**config.mk**
```make
export PLATFORM = sky130hd
export DESIGN_NAME = hzd_fwd_unit
export DESIGN_NICKNAME = d
export VERILOG_FILES = /design/src/rtl/hzd_pkg.sv /design/src/rtl/hzd_stage_track.sv /design/src/rtl/hzd_src_fwd.sv /design/src/rtl/hzd_stall_ctl.sv /design/src/rtl/hzd_cc_fwd.sv /design/src/rtl/hzd_fwd_unit.sv
export SDC_FILE = /design/constraint.sdc
export NUM_CORES = 1
export LEC_CHECK = 0
export BUFFER_PORTS_ARGS = -buffer_cell sky130_fd_sc_hd__buf_2
export CAP_MARGIN = 30
export CORE_AREA = 2 2 133 135
export DETAILED_ROUTE_END_ITERATION = 8
export DIE_AREA = 0 0 135 137
export PLACE_DENSITY_LB_ADDON = 0.15
export REMOVE_ABC_BUFFERS = 1
export SLEW_MARGIN = 20
export SYNTH_ARGS = -nofsm -noshare
export SYNTH_HDL_FRONTEND = slang
export SYNTH_SLANG_ARGS = --single-unit
```
**constraint.sdc**
```tcl
create_clock -name clk -period 2.3 [get_ports clk]
set_clock_uncertainty 0.05 [all_clocks]
set_input_delay 0.23 -clock clk [delete_from_list [all_inputs] [get_ports clk]]
set_output_delay 0.23 -clock clk [all_outputs]
set_load 0.02 [all_outputs]
```
**src/rtl/hzd_pkg.sv**
```systemverilog
package hzd_pkg;

   typedef enum logic [1:0] {
      CLS_ALU   = 2'd0,
      CLS_MUL   = 2'd1,
      CLS_LOAD  = 2'd2,
      CLS_STORE = 2'd3
   } icls_e;

   typedef enum logic [1:0] {
      SEL_RF = 2'd0,
      SEL_EX = 2'd1,
      SEL_LD = 2'd2,
      SEL_WB = 2'd3
   } osel_e;

   function automatic logic cls_is_mem(input icls_e c);
      return (c == CLS_LOAD) || (c == CLS_STORE);
   endfunction

endpackage

```
**src/rtl/hzd_stage_track.sv**
```systemverilog
module hzd_stage_track #(
   parameter int REG_W = 5
) (
   input  logic             clk,
   input  logic             rst_n,
   input  logic             adv,
   input  logic             id_ld,
   input  logic             id_wr,
   input  logic             id_setcc,
   input  logic [REG_W-1:0] id_rd,
   output logic             ex_v,
   output logic             ex_ld,
   output logic             ex_wr,
   output logic             ex_setcc,
   output logic [REG_W-1:0] ex_rd,
   output logic             wb_v,
   output logic             wb_wr,
   output logic             wb_setcc,
   output logic [REG_W-1:0] wb_rd
);

   always_ff @(posedge clk) begin
      if (!rst_n) begin
         ex_v     <= 1'b0;
         ex_ld    <= 1'b0;
         ex_wr    <= 1'b0;
         ex_setcc <= 1'b0;
         ex_rd    <= '0;
         wb_v     <= 1'b0;
         wb_wr    <= 1'b0;
         wb_setcc <= 1'b0;
         wb_rd    <= '0;
      end else begin
         wb_v     <= ex_v;
         wb_wr    <= ex_wr;
         wb_setcc <= ex_setcc;
         wb_rd    <= ex_rd;
         if (adv) begin
            ex_v     <= 1'b1;
            ex_ld    <= id_ld;
            ex_wr    <= id_wr;
            ex_setcc <= id_setcc;
            ex_rd    <= id_rd;
         end else begin
            // bubble: execute receives a no-op
            ex_v     <= 1'b0;
            ex_ld    <= 1'b0;
            ex_wr    <= 1'b0;
            ex_setcc <= 1'b0;
            ex_rd    <= '0;
         end
      end
   end

endmodule

```
**src/rtl/hzd_src_fwd.sv**
```systemverilog
module hzd_src_fwd
   import hzd_pkg::*;
#(
   parameter int DATA_W = 32,
   parameter int REG_W  = 5
) (
   input  logic [REG_W-1:0]  idx,
   input  logic              lit0,
   input  logic              ex_v,
   input  logic              ex_ld,
   input  logic              ex_wr,
   input  logic [REG_W-1:0]  ex_rd,
   input  logic              wb_v,
   input  logic              wb_wr,
   input  logic [REG_W-1:0]  wb_rd,
   input  logic [DATA_W-1:0] rf_data,
   input  logic [DATA_W-1:0] ex_result,
   input  logic [DATA_W-1:0] ld_data,
   input  logic [DATA_W-1:0] wb_result,
   output osel_e             sel,
   output logic [DATA_W-1:0] val,
   output logic              ld_hit
);

   logic ex_hit, wb_hit;

   assign ex_hit = ex_v && ex_wr && (ex_rd == idx) && !lit0;
   assign wb_hit = wb_v && wb_wr && (wb_rd == idx) && !lit0;
   assign ld_hit = ex_hit && ex_ld;

   // youngest producer first
   always_comb begin
      if (ex_hit)      sel = ex_ld ? SEL_LD : SEL_EX;
      else if (wb_hit) sel = SEL_WB;
      else             sel = SEL_RF;
   end

   always_comb begin
      unique case (sel)
         SEL_EX:  val = ex_result;
         SEL_LD:  val = ld_data;
         SEL_WB:  val = wb_result;
         default: val = lit0 ? '0 : rf_data;
      endcase
   end

endmodule

```
**src/rtl/hzd_stall_ctl.sv**
```systemverilog
module hzd_stall_ctl
   import hzd_pkg::*;
(
   input  logic  id_valid,
   input  icls_e id_cls,
   input  logic  id_uses_rb,
   input  logic  ld_hit_a,
   input  logic  ld_hit_b,
   output logic  stall
);

   logic addr_dep;

   assign addr_dep = ld_hit_a || (id_uses_rb && ld_hit_b);
   assign stall    = id_valid && cls_is_mem(id_cls) && addr_dep;

endmodule

```
**src/rtl/hzd_cc_fwd.sv**
```systemverilog
module hzd_cc_fwd
   import hzd_pkg::*;
#(
   parameter int CC_W = 4
) (
   input  logic            rd_cc,
   input  logic            ex_v,
   input  logic            ex_setcc,
   input  logic            wb_v,
   input  logic            wb_setcc,
   input  logic [CC_W-1:0] ex_cc,
   input  logic [CC_W-1:0] wb_cc,
   input  logic [CC_W-1:0] arch_cc,
   output osel_e           cc_sel,
   output logic [CC_W-1:0] cc_val
);

   always_comb begin
      if (rd_cc && ex_v && ex_setcc) begin
         cc_sel = SEL_EX;
         cc_val = ex_cc;
      end else if (rd_cc && wb_v && wb_setcc) begin
         cc_sel = SEL_WB;
         cc_val = wb_cc;
      end else begin
         cc_sel = SEL_RF;
         cc_val = arch_cc;
      end
   end

endmodule

```
**src/rtl/hzd_fwd_unit.sv**
```systemverilog
module hzd_fwd_unit
   import hzd_pkg::*;
#(
   parameter int DATA_W    = 32,
   parameter int REG_W     = 5,
   parameter int CC_W      = 4,
   parameter bit ZERO_BASE = 1'b1
) (
   input  logic              clk,
   input  logic              rst_n,
   input  logic              id_valid,
   input  logic [1:0]        id_cls,
   input  logic [REG_W-1:0]  id_ra,
   input  logic [REG_W-1:0]  id_rb,
   input  logic [REG_W-1:0]  id_rs,
   input  logic [REG_W-1:0]  id_rd,
   input  logic              id_wr,
   input  logic              id_uses_rb,
   input  logic              id_rd_cc,
   input  logic              id_set_cc,
   input  logic [DATA_W-1:0] rf_a,
   input  logic [DATA_W-1:0] rf_b,
   input  logic [DATA_W-1:0] rf_s,
   input  logic [DATA_W-1:0] ex_result,
   input  logic [DATA_W-1:0] ld_data,
   input  logic [DATA_W-1:0] wb_result,
   input  logic [CC_W-1:0]   ex_cc,
   input  logic [CC_W-1:0]   wb_cc,
   input  logic [CC_W-1:0]   arch_cc,
   output logic              stall,
   output logic              ex_nop,
   output logic [1:0]        sel_a,
   output logic [1:0]        sel_b,
   output logic [1:0]        sel_s,
   output logic [DATA_W-1:0] opnd_a,
   output logic [DATA_W-1:0] opnd_b,
   output logic [DATA_W-1:0] opnd_s,
   output logic [1:0]        cc_sel,
   output logic [CC_W-1:0]   cc_val
);

   localparam int NUM_SRC = 3;

   if (DATA_W < 1) begin : g_bad_data_w
      $error("hzd_fwd_unit: DATA_W must be at least 1");
   end
   if (REG_W < 1 || REG_W > 8) begin : g_bad_reg_w
      $error("hzd_fwd_unit: REG_W must be 1..8");
   end
   if (CC_W < 1) begin : g_bad_cc_w
      $error("hzd_fwd_unit: CC_W must be at least 1");
   end

   icls_e cls;
   logic  is_mem;
   logic  adv;

   assign cls    = icls_e'(id_cls);
   assign is_mem = cls_is_mem(cls);

   // stage records
   logic             ex_v, ex_ld, ex_wr, ex_setcc;
   logic [REG_W-1:0] ex_rd;
   logic             wb_v, wb_wr, wb_setcc;
   logic [REG_W-1:0] wb_rd;

   hzd_stage_track #(.REG_W(REG_W)) u_track (
      .clk      (clk),
      .rst_n    (rst_n),
      .adv      (adv),
      .id_ld    (cls == CLS_LOAD),
      .id_wr    (id_wr),
      .id_setcc (id_set_cc),
      .id_rd    (id_rd),
      .ex_v     (ex_v),
      .ex_ld    (ex_ld),
      .ex_wr    (ex_wr),
      .ex_setcc (ex_setcc),
      .ex_rd    (ex_rd),
      .wb_v     (wb_v),
      .wb_wr    (wb_wr),
      .wb_setcc (wb_setcc),
      .wb_rd    (wb_rd)
   );

   // per-source bypass
   logic [REG_W-1:0]  src_idx [NUM_SRC];
   logic [DATA_W-1:0] src_rf  [NUM_SRC];
   logic              src_lit [NUM_SRC];
   osel_e             src_sel [NUM_SRC];
   logic [DATA_W-1:0] src_val [NUM_SRC];
   logic              src_ldh [NUM_SRC];

   assign src_idx[0] = id_ra;
   assign src_idx[1] = id_rb;
   assign src_idx[2] = id_rs;
   assign src_rf[0]  = rf_a;
   assign src_rf[1]  = rf_b;
   assign src_rf[2]  = rf_s;

   // only the base of a memory access can read register 0 as literal zero
   if (ZERO_BASE) begin : g_zero_base
      assign src_lit[0] = is_mem && (id_ra == '0);
   end else begin : g_plain_base
      assign src_lit[0] = 1'b0;
   end
   assign src_lit[1] = 1'b0;
   assign src_lit[2] = 1'b0;

   for (genvar i = 0; i < NUM_SRC; i++) begin : g_src
      hzd_src_fwd #(.DATA_W(DATA_W), .REG_W(REG_W)) u_src (
         .idx       (src_idx[i]),
         .lit0      (src_lit[i]),
         .ex_v      (ex_v),
         .ex_ld     (ex_ld),
         .ex_wr     (ex_wr),
         .ex_rd     (ex_rd),
         .wb_v      (wb_v),
         .wb_wr     (wb_wr),
         .wb_rd     (wb_rd),
         .rf_data   (src_rf[i]),
         .ex_result (ex_result),
         .ld_data   (ld_data),
         .wb_result (wb_result),
         .sel       (src_sel[i]),
         .val       (src_val[i]),
         .ld_hit    (src_ldh[i])
      );
   end

   // the store-data hit never stalls: it is bypassed in execute
   logic unused_s_ldh;
   assign unused_s_ldh = src_ldh[2];

   hzd_stall_ctl u_stall (
      .id_valid   (id_valid),
      .id_cls     (cls),
      .id_uses_rb (id_uses_rb),
      .ld_hit_a   (src_ldh[0]),
      .ld_hit_b   (src_ldh[1]),
      .stall      (stall)
   );

   assign adv = id_valid && !stall;

   osel_e cc_sel_e;

   hzd_cc_fwd #(.CC_W(CC_W)) u_cc (
      .rd_cc    (id_rd_cc),
      .ex_v     (ex_v),
      .ex_setcc (ex_setcc),
      .wb_v     (wb_v),
      .wb_setcc (wb_setcc),
      .ex_cc    (ex_cc),
      .wb_cc    (wb_cc),
      .arch_cc  (arch_cc),
      .cc_sel   (cc_sel_e),
      .cc_val   (cc_val)
   );

   assign ex_nop = !ex_v;
   assign sel_a  = src_sel[0];
   assign sel_b  = src_sel[1];
   assign sel_s  = src_sel[2];
   assign opnd_a = src_val[0];
   assign opnd_b = src_val[1];
   assign opnd_s = src_val[2];
   assign cc_sel = cc_sel_e;

endmodule

```
==> results.cfg, run 1 <==
[outcome]
status = finished, violations left
violations = setup timing

[grt]
track_usage = 0.194
grt_max_degree = 35
use_met3 = 0.0322
grtUsageMet1 = 0.225
gr-total-overflow = 0
top_usage_layer = met2
grt_pass1_wl_um = 27600
antenna_found_initial = 6
grt_pass1_vias = 4838
grtUsageMet2 = 0.375

[cells_and_area]
area_growth_pct = 99.5
utilization = 0.412
final_cells = 1078
final_cell_mix = 251 x buf_2, 121 x mux2i_1, 94 x buf_4
final_layout_size_suffix_gt1_frac = 0.598
final_common_cell = buf_2
design_area_sq_mm = 0.00703
final_nets = 1085

[power]
power_density_mw_per_mm2 = 213
fin_total_pwr_mw = 1.50
p_leak_nw = 3.96
peakVddDrop_mv = 0.244

[setup_path]
required_ps = 2020
critPathCaptureType = primary output
cp.arrival_ps = 2130
cp-start-kind = flop
path_max_fanout = 6
crit_type = reg -> out

[die]
rows = 48
ios = 343
die_h_um = 137
dieArea_sq_mm = 0.0185
die_w_um = 135
core-area_sq_mm = 0.0171
initial_core_util = 0.207

[placed_design]
gp_congestion = 0.815
numPortBuffers = 342
placedCellCount = 1054
place_area_sq_mm = 0.00558
hpwl_um = 14400
place_ws_ps = -37.7

[clocking]
cts_hold_buf = 0
clockBufferDepth = 2
clkTransAtPathRegs_ps = 50
root_buffer = clkbuf_16
cts_made_buffers = 3
htree_levels = 1
cts_tree = done
cts.sinks = 17
clock_latency_ps = 250

[sta]
period_share = 1.05
max_freq_mhz = 414
fin_ws_ps = -114
max-slew-margin-rel = 0.591
grt_setup_unrepaired = true
hold_viol_final = 0
min_period_ps = 2410
slew_violations = 0
worst_pin_slew_ps = 614
finalSetupViolations = 47

[routing]
dr.pass1.iters = 4
drc = 0
vias = 5062
routed_via_density = 4.70
wl_per_cell_um = 19.0
drtIter0Drc = 205
antenna_left = 0
routed_wl_um = 20500

[logic_synthesis]
synth_cell_types = 31
synth.ff_latch_count = 17
synth.avg_cell_area_sq_um = 7.01
ys_seq_area_frac = 0.0965
syn_inst = 503
syn-cell-area_sq_mm = 0.00353
ys_warn_count = 0

[job]
cap_violations = 0

[worst_hold_path]
hp-class = in -> reg
## sequential cells by signal, summed over array words and instances (netlist names)
name,cells
u_track.ex_rd,5
u_track.wb_rd,5
u_track.ex_ld,1
u_track.ex_setcc,1
u_track.ex_v,1
u_track.ex_wr,1
u_track.wb_setcc,1
u_track.wb_v,1
u_track.wb_wr,1
## layer usage
layer / share of wire / wire length [um]
met1: 0.40 / 8100
met2: 0.52 / 10700
met3: 0.066 / 1360
met4: 0.016 / 329
met5: 0.0018 / 37
## per-stage QoR
step,hold slack [ps],TNS [ps]
finish,138,-2110
global route,144,-10140
CTS,136,-3320
detailed placement,406,-170
global placement,404,-26.1
floorplan,294,-103530
## final timing paths
| kind | from | to | slack [ps] | cells after the start |
|---|---|---|---|---|
| setup / recovery | u_track.ex_rd[4] | opnd_a[31] | -110 | 8 |
| hold / removal | id_rd[0] | u_track.ex_rd[0] | 140 | 3 |
| setup reg to reg | u_track.ex_rd[4] | u_track.ex_setcc | 400 | 7 |
| hold reg to reg | u_track.ex_setcc | u_track.wb_setcc | 430 | 1 |
## power by group
group / total [mW] / internal [mW] / switching (mW)
Sequential: 0.311 / 0.301 / 0.0107
Combinational: 0.841 / 0.415 / 0.426
Clock: 0.349 / 0.234 / 0.114
## Yosys cell counts, drive strengths merged
cell | instances | share of area
and2 | 10 | 0.018
or4b | 1 | 0.0028
dfxtp | 17 | 0.097
nand3b | 1 | 0.0021
a21oi | 33 | 0.048
nor2 | 68 | 0.072
nand4 | 6 | 0.011
and3 | 1 | 0.0018
or4 | 1 | 0.0021
buf | 19 | 0.032
o22ai | 2 | 0.0035
a311oi | 32 | 0.079
mux2 | 9 | 0.029
nand2 | 84 | 0.089
a22oi | 4 | 0.0085
clkbuf | 23 | 0.024
xnor2 | 21 | 0.052
or3 | 4 | 0.0071
nor4 | 1 | 0.0018
nor3 | 2 | 0.0060
nand3 | 1 | 0.0014
nor2b | 3 | 0.0053
nand4b | 1 | 0.0025
xor2 | 9 | 0.022
mux2i | 125 | 0.35
inv | 25 | 0.027
## layout make-up
class                           instances  area (sq um)
Timing Repair Buffer                  386          2720
Sequential cell                        17           372
Fill cell                            1822         10000
Tap cell                              225           282
Clock buffer                            3          75.1
Inverter                               25          93.8
Clock inverter                          1          7.51
Antenna cell                            2          5.00
Multi-Input combinational cell        419          3480
## cells by family (layout without fill, tap and decap cells)
logic type,Yosys count,in the layout,synth area share
AOI/OAI and AO/OA,71,71,0.139
xor gates and xnor gates,30,30,0.0745
buffers and inverters,67,415,0.0827
DFF,17,17,0.0965
muxes,134,134,0.384
other,0,2,0
and+or+nand+nor,184,184,0.223
## what timing repair did
action                                  in CTS  in global routing
pin swaps                                   21                 27
cloned                                       8                  6
endpoints found under the setup margin     103                 96
resized for setup                          130                148
buffers inserted                             3                  1
## worst max-delay path, cell delays in order (launching register included)
cell and delay, ps:
dfxtp_4 360, xnor2_2 130, nand4_1 110, or4_4 590, buf_12 180, buf_16 160, nor2b_1 120, a311oi_1 50
buf_2 190
(Power assumes the default switching activity.)
==> run 2, diff against run 1 <==
==> constraint.sdc (replaced) <==
create_clock -name clk -period 2.3 [get_ports clk]
set_clock_uncertainty 0.05 [all_clocks]
set_input_delay 0.23 -clock clk [delete_from_list [all_inputs] [get_ports clk]]
set_output_delay 0.23 -clock clk [all_outputs]
set_load 0.05 [all_outputs]
==> run 2 against run 1 <==
  * The run still ends with setup timing left
  * Core utilization up 2.0 points
  * Clock-buffer cell count up 1
  * Global-route usage up 0.29 points
  * Largest cell class unchanged
  * Power up 20%
  * Worst hold slack better by 3.7 ps
  * Design area up 4.7%
  * Via count up 2.0%
==> results.cfg, run 2 (synthesized netlist as in run 1, its figures left out) <==
[clocking]
cts_made_buffers = 3
clockBufferDepth = 2
root_buffer = clkbuf_16
cts_tree = done
clkTransAtPathRegs_ps = 50
cts.sinks = 17
clock_latency_ps = 240
htree_levels = 1

[cells_and_area]
final_common_cell = buf_2
area_growth_pct = 109
final_nets = 1097
final_layout_size_suffix_gt1_frac = 0.614
final_cell_mix = 239 x buf_2, 122 x mux2i_1, 82 x buf_4
top_regs = u_track.ex_rd x5, u_track.wb_rd x5
utilization = 0.432

[grt]
grt_max_degree = 35
grt_pass1_wl_um = 27700
gr-total-overflow = 0
track_usage = 0.196
antenna_found_initial = 4
grt_pass1_vias = 4792

[sta]
min_period_ps = 2460
max_freq_mhz = 407
whs_ps = 142
fin_ws_ps = -159
max-slew-margin-rel = 0.616
slew_violations = 0
finalSetupViolations = 103
worst_pin_slew_ps = 576
hold_viol_final = 0
finalSetupTns_ps = -10300
grt_setup_unrepaired = true
period_share = 1.07

[routing]
drc = 0
vias = 5162
routed_wl_um = 20900
drtIter0Drc = 117
wl_per_cell_um = 19.1
antenna_left = 0
routed_via_density = 4.74
dr.pass1.iters = 4

[setup_path]
required_ps = 2020
cp.arrival_ps = 2180
cpMostUsedCell = buf_4
path_max_fanout = 8
critPathCaptureType = primary output
path_cells = buf_6 > xor2_2 > nor4_2 > buf_4 > nand4_1 > buf_8 > buf_16 > mux2i_1 > buf_4
cpPeakStageDelay_ps = 360
crit_type = reg -> out
crit_slowest_cell = dfxtp_4
cp-start-kind = flop

[die]
die_h_um = 137
initial_core_util = 0.207
die_w_um = 135
rows = 48
core-area_sq_mm = 0.0171
ios = 343
dieArea_sq_mm = 0.0185

[outcome]
status = finished, violations left
violations = setup timing

[placed_design]
hpwl_um = 14500
numPortBuffers = 342
gp_congestion = 0.799

[power]
p_leak_nw = 4.11
power_density_mw_per_mm2 = 244
peakVddDrop_mv = 0.239

[worst_hold_path]
hp-class = in -> reg

[job]
cap_violations = 0
run 2: cell types whose count changed in the layout (fill, tap and decap cells not counted), sizes merged:
| cell | delta |
|---|---|
| bufbuf | -1 |
| clkinvlp | -1 |
| buf | +15 |
| clkbuf | -1 |
run 2: area by class of cell:
type	count	area, sq um
inverters	25	93.8
diodes	2	5.00
well taps	225	282
multi-input cells	419	3570
repair buffers	398	2980
fillers	1744	9690
flip-flops and latches	17	357
clock buffers	4	78.8
run 2: timing repair:
| item | CTS | global route |
|---|---|---|
| endpoints found under the setup margin | 103 | 103 |
| endpoints found under the hold margin | 0 | 0 |
| cloned | 7 | 5 |
| hold buffers | 0 | 0 |
| resized for setup | 197 | 136 |
| setup buffers | 5 | 3 |
| pin swaps | 24 | 14 |
run 2: layer usage:
metal  part of all wire  track usage  wire (um)
met5            0.00091            0         19
met4              0.012       0.0336        250
met3              0.064       0.0300       1340
met2               0.53        0.372      11000
met1               0.40        0.236       8280
run 2: worst max-delay path: cells and delay by family (launching register included):
family                    cells  cell delay (ps)
xor gates and xnor gates      1              140
buffers and inverters         5              880
DFF                           1              360
muxes                         1              150
and+or+nand+nor               2              400
run 2: final timing paths:
kind	from	end	slack, ps	depth (start not counted)
max	u_track.ex_rd[1]	opnd_b[29]	-160	9
max reg2reg	u_track.ex_rd[3]	u_track.ex_rd[2]	390	7
min reg2reg	u_track.ex_setcc	u_track.wb_setcc	430	1
min	id_rd[3]	u_track.ex_rd[3]	140	3
run 2: where the power goes:
group          switching (mW)  internal (mW)
clock network           0.103          0.235
logic                   0.670          0.472
registers             0.00941          0.306
run 2: metrics by stage:
| stage | total power [mW] | std cells | area (sq um) | worst slack (ps) |
|---|---|---|---|---|
| 6_report | 1.80 | 1090 | 7370 | -159 |
| 5_1_grt | 1.89 | 1090 | 7370 | -276 |
| 4_1_cts | 1.73 | 1081 | 6650 | -190 |
| 3_5_place_dp | 1.29 | 1065 | 5750 | -145 |
| 3_3_place_gp | 1.29 | 1065 | 5750 | -81.7 |
| 2_1_floorplan | 0.890 | 461 | 3330 | -2110 |
